File: src/rtl/chan_gate_pkg.sv
package chan_gate_pkg;
  // Word index of each register (byte offset / 4)
  localparam logic [2:0] IDX_MODE  = 3'd0;
  localparam logic [2:0] IDX_RUNSET = 3'd1;
  localparam logic [2:0] IDX_RUNCLR = 3'd2;
  localparam logic [2:0] IDX_RUNSTS = 3'd3;
  localparam logic [2:0] IDX_MSKSET = 3'd4;
  localparam logic [2:0] IDX_MSKCLR = 3'd5;
  localparam logic [2:0] IDX_MSKVAL = 3'd6;
  localparam logic [2:0] IDX_EVTSTS = 3'd7;

  typedef struct packed {
    logic       runSet;
    logic       runClr;
    logic       mskSet;
    logic       mskClr;
    logic       evtAck;
    logic       rdValid;
    logic [2:0] rdIdx;
  } gate_strobe_t;
endpackage

File: src/rtl/chan_gate_ctrl.sv
module chan_gate_ctrl
  import chan_gate_pkg::*;
(
  input  logic         busSel,
  input  logic         busWr,
  input  logic [4:0]   busAddr,
  output gate_strobe_t strb
);
  logic       aligned;
  logic       doWr;
  logic       doRd;
  logic [2:0] wordIdx;

  assign aligned = (busAddr[1:0] == 2'b00);
  assign wordIdx = busAddr[4:2];
  assign doWr    = busSel && busWr && aligned;
  assign doRd    = busSel && !busWr && aligned;

  always_comb begin
    strb         = '0;
    strb.rdValid = doRd;
    strb.rdIdx   = wordIdx;
    if (doWr) begin
      unique case (wordIdx)
        IDX_RUNSET: strb.runSet = 1'b1;
        IDX_RUNCLR: strb.runClr = 1'b1;
        IDX_MSKSET: strb.mskSet = 1'b1;
        IDX_MSKCLR: strb.mskClr = 1'b1;
        default:    ;
      endcase
    end
    if (doRd && wordIdx == IDX_EVTSTS) strb.evtAck = 1'b1;
  end
endmodule

File: src/rtl/chan_gate_dp.sv
module chan_gate_dp
  import chan_gate_pkg::*;
#(
  parameter int NCH = 4
) (
  input  logic           clk,
  input  logic           rstN,
  input  gate_strobe_t   strb,
  input  logic [NCH-1:0] wBits,
  input  logic [NCH-1:0] periodEvt,
  output logic [NCH-1:0] rdData,
  output logic [NCH-1:0] runBits,
  output logic           irqReq
);
  logic [NCH-1:0] runQ, mskQ, evtQ;

  always_ff @(posedge clk) begin
    if (!rstN) begin
      runQ <= '0;
      mskQ <= '0;
      evtQ <= '0;
    end else begin
      if (strb.runSet)      runQ <= runQ | wBits;
      else if (strb.runClr) runQ <= runQ & ~wBits;
      if (strb.mskSet)      mskQ <= mskQ | wBits;
      else if (strb.mskClr) mskQ <= mskQ & ~wBits;
      evtQ <= (strb.evtAck ? '0 : evtQ) | periodEvt;
    end
  end

  always_comb begin
    rdData = '0;
    if (strb.rdValid) begin
      unique case (strb.rdIdx)
        IDX_RUNSTS: rdData = runQ;
        IDX_MSKVAL: rdData = mskQ;
        IDX_EVTSTS: rdData = evtQ;
        default:    rdData = '0;
      endcase
    end
  end

  assign runBits = runQ;
  assign irqReq  = |(evtQ & mskQ);


  run_set_chk: assert property (@(posedge clk) disable iff (!rstN)
    strb.runSet |=> ((runBits & $past(wBits)) == $past(wBits)));

  run_clr_chk: assert property (@(posedge clk) disable iff (!rstN)
    strb.runClr |=> ((runBits & $past(wBits)) == '0));

  run_hold_chk: assert property (@(posedge clk) disable iff (!rstN)
    (!strb.runSet && !strb.runClr) |=> $stable(runBits));

  evt_latch_chk: assert property (@(posedge clk) disable iff (!rstN)
    (periodEvt != '0) |=> ((evtQ & $past(periodEvt)) == $past(periodEvt)));

  irq_ack_chk: assert property (@(posedge clk) disable iff (!rstN)
    (strb.evtAck && periodEvt == '0) |=> !irqReq);
endmodule

File: src/rtl/chan_gate_irq.sv
module chan_gate_irq
  import chan_gate_pkg::*;
#(
  parameter int NCH = 4
) (
  input  logic           clk,
  input  logic           rstN,
  input  logic           busSel,
  input  logic           busWr,
  input  logic [4:0]     busAddr,
  input  logic [NCH-1:0] busWdata,
  output logic [NCH-1:0] busRdata,
  input  logic [NCH-1:0] periodEvt,
  output logic [NCH-1:0] chanRun,
  output logic           irqReq
);
  gate_strobe_t strb;

  chan_gate_ctrl u_ctrl (
    .busSel (busSel),
    .busWr  (busWr),
    .busAddr(busAddr),
    .strb   (strb)
  );

  chan_gate_dp #(.NCH(NCH)) u_dp (
    .clk      (clk),
    .rstN     (rstN),
    .strb     (strb),
    .wBits    (busWdata),
    .periodEvt(periodEvt),
    .rdData   (busRdata),
    .runBits  (chanRun),
    .irqReq   (irqReq)
  );
endmodule

File: config.mk
export PLATFORM = sky130hd
export DESIGN_NAME = chan_gate_irq
export DESIGN_NICKNAME = d
export VERILOG_FILES = /design/src/rtl/chan_gate_pkg.sv /design/src/rtl/chan_gate_ctrl.sv /design/src/rtl/chan_gate_dp.sv /design/src/rtl/chan_gate_irq.sv
export SDC_FILE = /design/constraint.sdc
export NUM_CORES = 1
export LEC_CHECK = 0
export CAP_MARGIN = 15
export CORE_UTILIZATION = 38
export CTS_CLUSTER_DIAMETER = 60
export DETAILED_ROUTE_END_ITERATION = 8
export HOLD_SLACK_MARGIN = 0.05
export PLACE_DENSITY_LB_ADDON = 0.2
export RECOVER_POWER = 25
export SLEW_MARGIN = 10
export SYNTH_ARGS = -nofsm -noshare
export SYNTH_HDL_FRONTEND = slang
export SYNTH_SLANG_ARGS = --single-unit
File: constraint.sdc
create_clock -name clk -period 0.91 [get_ports clk]
set_input_delay 0.091 -clock clk [delete_from_list [all_inputs] [get_ports clk]]
set_output_delay 0.091 -clock clk [all_outputs]
set_load 0.05 [all_outputs]
==> results of run 1 <==
[through the flow]
stage	utilization, %	cells	hold slack [ns]	area [sq um]
2_1_floorplan	-	79	0.200	719
3_3_place_gp	73.7	145	0.475	1170
3_5_place_dp	73.7	145	0.478	1170
4_1_cts	82.2	151	0.284	1310
5_1_grt	87.1	154	0.336	1390
6_report	87.1	154	0.296	1390
[kinds of logic after synthesis]
group                     after synthesis  synth area share, %
xor gates and xnor gates                1                 1.29
AOI/OAI and AO/OA                      22                 23.6
muxes                                   4                 6.63
DFF                                    12                 35.4
and+or+nand+nor                        36                 30.4
buffers and inverters                   4                 2.76
[routing by layer]
metal	wire [um]	track usage (%)
met2	1460	55.6
met1	1080	36.8
met4	173	10.3
met3	205	6.53
met5	0	0
[cells in the mapped netlist]
master,instances,share of area [%]
nand2_1,19,10
dfxtp_1,12,35
a22oi_1,6,6.6
nand3b_1,5,5.5
a311oi_1,4,5.2
a31oi_1,4,3.7
mux2_2,4,6.6
nor2_1,4,2.2
o21ai_0,4,2.9
o221ai_1,4,5.2
clkbuf_1,2,1.1
and2_4,1,1.3
and2b_1,1,1.1
and2b_4,1,1.5
and4bb_2,1,1.8
buf_4,1,1.1
inv_1,1,0.55
nor3b_4,1,2.8
nor4_2,1,1.8
or2_1,1,0.92
or3_1,1,0.92
xnor2_1,1,1.3
[final cells by class]
class / count / share of cell area (%)
multi-input combinational: 63 / 40.5
timing repair buffer: 50 / 36.2
sequential: 12 / 18.3
clock buffer: 4 / 2.61
tap: 24 / 2.16
inverter: 1 / 0.270
[final timing paths]
| path | endpoint | depth (start not counted) | from |
|---|---|---|---|
| max reg2reg | flip-flop | 4 | flip-flop |
| min reg2reg | u_dp.evtQ[0] | 2 | u_dp.evtQ[0] |
| max | busRdata[3] | 4 | u_dp.evtQ[3] |
| min | u_dp.evtQ[3] | 5 | busAddr[0] |
[power by group through the flow]
stage / clock network, W / logic (W) / registers (W)
after floorplan: 0 / 0.000104 / 0.000574
after global placement: 0 / 0.000259 / 0.000570
after detailed placement: 0 / 0.000269 / 0.000570
after CTS: 0.000439 / 0.000294 / 0.000561
after global routing: 0.000469 / 0.000366 / 0.000567
final: 0.000440 / 0.000350 / 0.000565
[critical path, delay by kind of cell (launching register included)]
family	cells	cell delay (ns)
simple gates	1	0.06
mux	1	0.28
flops	1	0.34
buf+inv	1	0.15
compound gates	1	0.21
[timing repair]
item / 4_1_cts / 5_1_grt
setup endpoints to repair: 21 / 21
setup buffers: 3 / 6
pin swaps: 14 / 12
resized for setup: 49 / 24
==> flow_metrics.py, run 1 <==
metrics = {
    "outcome": {
        "outcome": "finished, violations left",
        "violations": "negative setup slack",
    },
    "routing": {
        "ant_nets": 0,
        "totalWireLength_um": 2920,
        "avgViaCountPerCell": 5.86,
        "detail_route.iter0.violations": 20,
        "vias": 903,
        "drt_first_pass_iters": 5,
        "detail_route.wl_per_cell_um": 19.0,
        "drc_errors": 0,
    },
    "global_routing": {
        "grt_first_pass_wirelength_um": 4350,
        "grt.total_usage_pct": 31.1,
        "antenna_found_initial": 0,
        "grt_start_max_net_pins": 13,
        "globalRouteOverflowTotal": 0,
        "grt_pass1_vias": 916,
    },
    "clock_network": {
        "postCtsHoldBufs": 0,
        "source_to_sink_clock_delay_at_the_later_pin_of_the_worst_skew_pair_ns": 0.27,
        "clock_sink_count": 12,
        "cts_made_buffers": 3,
        "clk_pin_slew_worst_setup_hold_paths_ns": 0.09,
        "tritoncts": "built",
        "ctsRootBufferMaster": "clkbuf_4",
        "cts-htree-levels": 1,
        "cts_max_path_buffers": 2,
    },
    "setup_path": {
        "worst_ep_required_time_ns": 0.82,
        "chain_of_cells_forming_the_critical_path": "mux2_2, a22oi_2, nor2_4, buf_6",
        "cpMaxStageDelayCell": "dfxtp_2",
        "cp-end-kind": "output pin",
        "reg2reg_setup_slack_ns": 0.01,
        "critPathArrivalTime_ns": 1.31,
        "worst-path-max-fanout": 2,
        "critical_path.startpoint_type": "flip-flop",
        "cp_slowest_stage_delay_ns": 0.34,
        "path_class": "reg -> out",
    },
    "pwr": {
        "peakVddDrop_v": 0.00116,
        "power.net_switching_w": 0.000383,
        "power_w": 0.00136,
        "power_per_cell_area_nw_per_um2": 976,
        "power.share.switching_pct": 28.2,
        "power.internal_w": 0.000973,
        "power.share.clock_pct": 32.5,
        "power.static_leakage_nw": 0.548,
        "seqPwrFrac_pct": 41.7,
        "comb_power_share_pct": 25.8,
    },
    "floorplan": {
        "design.die.area_sq_um": 1960,
        "num_io_pins": 26,
        "design.core.area_sq_um": 1590,
        "placementRows": 14,
        "die_extent_in_x_um": 44.3,
        "fp.dieH_um": 44.3,
        "start_util_pct": 42.6,
    },
    "yosys": {
        "yosys_cell_types": 22,
        "synthesis.nets": 96,
        "synthesis.area_sq_um": 679,
        "synthesis.area_per_instance_sq_um": 8.60,
        "synth-seq-area-share_pct": 35.4,
        "synth_seq_cells": 12,
        "yosys_warn_count": 0,
        "postSynthCellCount": 79,
    },
    "run": {
        "max_cap_viols": 0,
    },
    "finish": {
        "area_taken_by_multi_input_logic_gates_sq_um": 562,
        "n_antenna_cell": 0,
        "layout_common_cells": "nand2_1 (17), buf_4 (15), buf_6 (12)",
        "area_delta_synth_final_pct": 104,
        "fillers": 79,
        "post_route_cells_drive_above_1_share_pct": 65.4,
        "ff_latch_area_sq_um": 254,
        "layout_commonest_cell": "nand2_1",
        "finish.net_count": 148,
    },
    "sta": {
        "max_freq_mhz": 713,
        "final.min_clock_period_ns": 1.40,
        "timing.final.max_slew_violations": 0,
        "relSlewSlack_pct": 81.7,
        "setup-tns-final_ns": -2.54,
        "setup_viol": 9,
        "worst_clock_skew_ns": 0,
        "post-route-period-util_pct": 154,
        "final_critical_path_setup_slack_ns": -0.493,
        "grt_setup_unrepaired": "yes",
        "tightestPinTransition_ns": 0.274,
        "final-hold-violation-count": 0,
    },
    "place": {
        "globalplace.congestion": 0.772,
        "place_ws_ns": -0.774,
        "detailed_place_hpwl_um": 1540,
        "port-buffer-count": 25,
    },
    "min_path": {
        "hp-class": "in -> reg",
    },
}
Note: power is estimated with default switching activity, not from simulation.
==> inputs of run 2 (changes only) <==
--- a/config.mk
+++ b/config.mk
@@ -9,6 +9,7 @@
 export CORE_UTILIZATION = 38
 export CTS_CLUSTER_DIAMETER = 60
 export DETAILED_ROUTE_END_ITERATION = 8
+export GPL_TIMING_DRIVEN = 0
 export HOLD_SLACK_MARGIN = 0.05
 export PLACE_DENSITY_LB_ADDON = 0.2
 export RECOVER_POWER = 25
==> run 2 against run 1 <==
The flow still finishes with violations (negative setup slack). Fmax rose by 3.6%. Sequential power fell by 2%. Clock skew did not move. Via count fell by 15%. Utilization fell by 14 points. Sequential share of layout area rose by 4.1 points. Total power fell by 6.8%. Critical path depth did not move. Count of clock-buffer cells in the layout did not move. Combinational power fell by 23%. Die area did not move. Highest routed layer unchanged. Design area fell by 16%.
==> flow_metrics.py, run 2 (synthesized netlist as in run 1, its figures left out) <==
metrics = {
    "outcome": {
        "outcome": "finished, violations left",
        "violations": "negative setup slack",
    },
    "setup_path": {
        "chain_of_cells_forming_the_critical_path": "mux2_2, a22oi_2, nor2_4, buf_6",
        "worst_ep_required_time_ns": 0.82,
        "reg2reg_setup_slack_ns": 0.18,
        "worst-path-max-fanout": 3,
        "critical_path.startpoint_type": "flip-flop",
        "cpMaxStageDelayCell": "dfxtp_2",
        "cp_slowest_stage_delay_ns": 0.33,
        "worst_r2r_path_depth": 2,
        "cp-end-kind": "output pin",
        "path_class": "reg -> out",
        "critPathArrivalTime_ns": 1.26,
    },
    "sta": {
        "grt_setup_unrepaired": "yes",
        "tightestPinTransition_ns": 0.318,
        "final.min_clock_period_ns": 1.35,
        "post-route-period-util_pct": 149,
        "final_critical_path_setup_slack_ns": -0.444,
        "max_freq_mhz": 738,
        "fin_hold_ws_ns": 0.130,
        "timing.final.max_slew_violations": 0,
        "worst_clock_skew_ns": 0,
        "setup_viol": 5,
        "relSlewSlack_pct": 78.7,
        "final-hold-violation-count": 0,
    },
    "place": {
        "place_inst": 128,
        "port-buffer-count": 25,
        "place_area_sq_um": 1000,
        "place_ws_ns": -1.32,
        "globalplace.congestion": 0.764,
        "detailed_place_hpwl_um": 1360,
    },
    "clock_network": {
        "tritoncts": "built",
        "source_to_sink_clock_delay_at_the_later_pin_of_the_worst_skew_pair_ns": 0.28,
        "cts-htree-levels": 1,
        "clk_pin_slew_worst_setup_hold_paths_ns": 0.08,
        "cts_made_buffers": 3,
        "cts_max_path_buffers": 2,
        "ctsRootBufferMaster": "clkbuf_4",
        "postCtsHoldBufs": 0,
        "clock_sink_count": 12,
    },
    "floorplan": {
        "fp.dieH_um": 44.3,
        "design.core.area_sq_um": 1590,
        "design.die.area_sq_um": 1960,
        "start_util_pct": 42.6,
        "num_io_pins": 26,
        "placementRows": 14,
        "die_extent_in_x_um": 44.3,
    },
    "finish": {
        "layout_common_cells": "nand2_1 (19), clkdlybuf4s50_1 (9), buf_4 (7)",
        "post_route_cells_drive_above_1_share_pct": 53.0,
        "final_design_area_no_fill_sq_um": 1170,
        "area_delta_synth_final_pct": 72.6,
        "finish.net_count": 133,
        "n_antenna_cell": 0,
        "post_layout_nonfiller_instances": 139,
        "layout_commonest_cell": "nand2_1",
    },
    "routing": {
        "route.met3.wl_um": 86,
        "detail_route.iter0.violations": 20,
        "drc_errors": 0,
        "vias": 770,
        "totalWireLength_um": 1970,
        "drt-met1-wl_um": 906,
        "drt_first_pass_iters": 4,
        "detail_route.wl_per_cell_um": 14.2,
        "max_used_layer": "met4",
        "met2RoutedLength_um": 947,
        "avgViaCountPerCell": 5.54,
        "ant_nets": 0,
    },
    "global_routing": {
        "globalRouteOverflowTotal": 0,
        "grt_first_pass_wirelength_um": 3340,
        "antenna_found_initial": 0,
        "grt_start_max_net_pins": 11,
        "grt_pass1_vias": 771,
        "grt.total_usage_pct": 23.6,
    },
    "pwr": {
        "power_w": 0.00126,
        "power_per_cell_area_nw_per_um2": 1080,
        "power.share.switching_pct": 27.4,
        "power.net_switching_w": 0.000346,
        "seqPwrFrac_pct": 43.6,
        "power.share.clock_pct": 35.2,
        "power.internal_w": 0.000918,
        "power.static_leakage_nw": 0.442,
        "peakVddDrop_v": 0.000978,
        "comb_power_share_pct": 21.2,
    },
    "min_path": {
        "sink_of_the_worst_hold_path": "u_dp.evtQ[3]",
        "timing.hold.worst.start": "busAddr[0]",
        "whs_path_depth": 3,
        "hp-class": "in -> reg",
    },
    "run": {
        "max_cap_viols": 0,
    },
}
[run 2: cell type report]
class	instances	area, sq um
buffer	3	23.8
clock buffer	4	36.3
fill	116	422
inverter	1	3.75
multi-input combinational	63	520
sequential	12	263
tap	24	30.0
timing repair buffer	32	295
[run 2: metrics by stage]
stage | utilization [%] | TNS, ns
global placement | 62.7 | -13.63
floorplan | - | -0.759
detailed placement | 62.7 | -13.83
global route | 73.5 | -2.29
CTS | 71.9 | -2.09
finish | 73.5 | -2.08
[run 2: how the worst max path moves through the flow]
stage	depth (start not counted)	slack, ns	from	endpoint
after floorplan	3	-0.18	busWr	busRdata[0]
after global placement	6	-1.31	busAddr[2]	busRdata[0]
after detailed placement	6	-1.32	busAddr[2]	busRdata[3]
after CTS	4	-0.47	flip-flop	busRdata[1]
after global routing	4	-0.48	flip-flop	busRdata[2]
final	4	-0.44	flip-flop	busRdata[1]
[run 2: power groups by stage]
stage          Combinational [W]  Sequential, W  Clock [W]
2_1_floorplan           0.000104       0.000574          0
3_3_place_gp            0.000217       0.000571          0
3_5_place_dp            0.000222       0.000571          0
4_1_cts                 0.000256       0.000556   0.000442
5_1_grt                 0.000290       0.000554   0.000474
6_report                0.000268       0.000551   0.000445
[run 2: worst max-delay path: cells and delay by family, from the launching register on]
kind                   cells  cell delay, ns
DFF                        1            0.33
muxes                      1            0.27
AOI/OAI and AO/OA          1            0.18
buffers and inverters      1            0.15
and+or+nand+nor            1            0.05
[run 2: layer usage]
| metal | track usage, % | vias to the layer above |
|---|---|---|
| met5 | 0 | - |
| met4 | 10.9 | 0 |
| met3 | 4.08 | 4 |
| li1 | - | 372 |
| met1 | 28.6 | 374 |
| met2 | 40.6 | 20 |
[run 2: repair_timing]
item	4_1_cts	5_1_grt
endpoints found under the setup margin	21	20
pin swaps	19	12
resized for setup	107	18
setup buffers	4	3
cloned	0	1
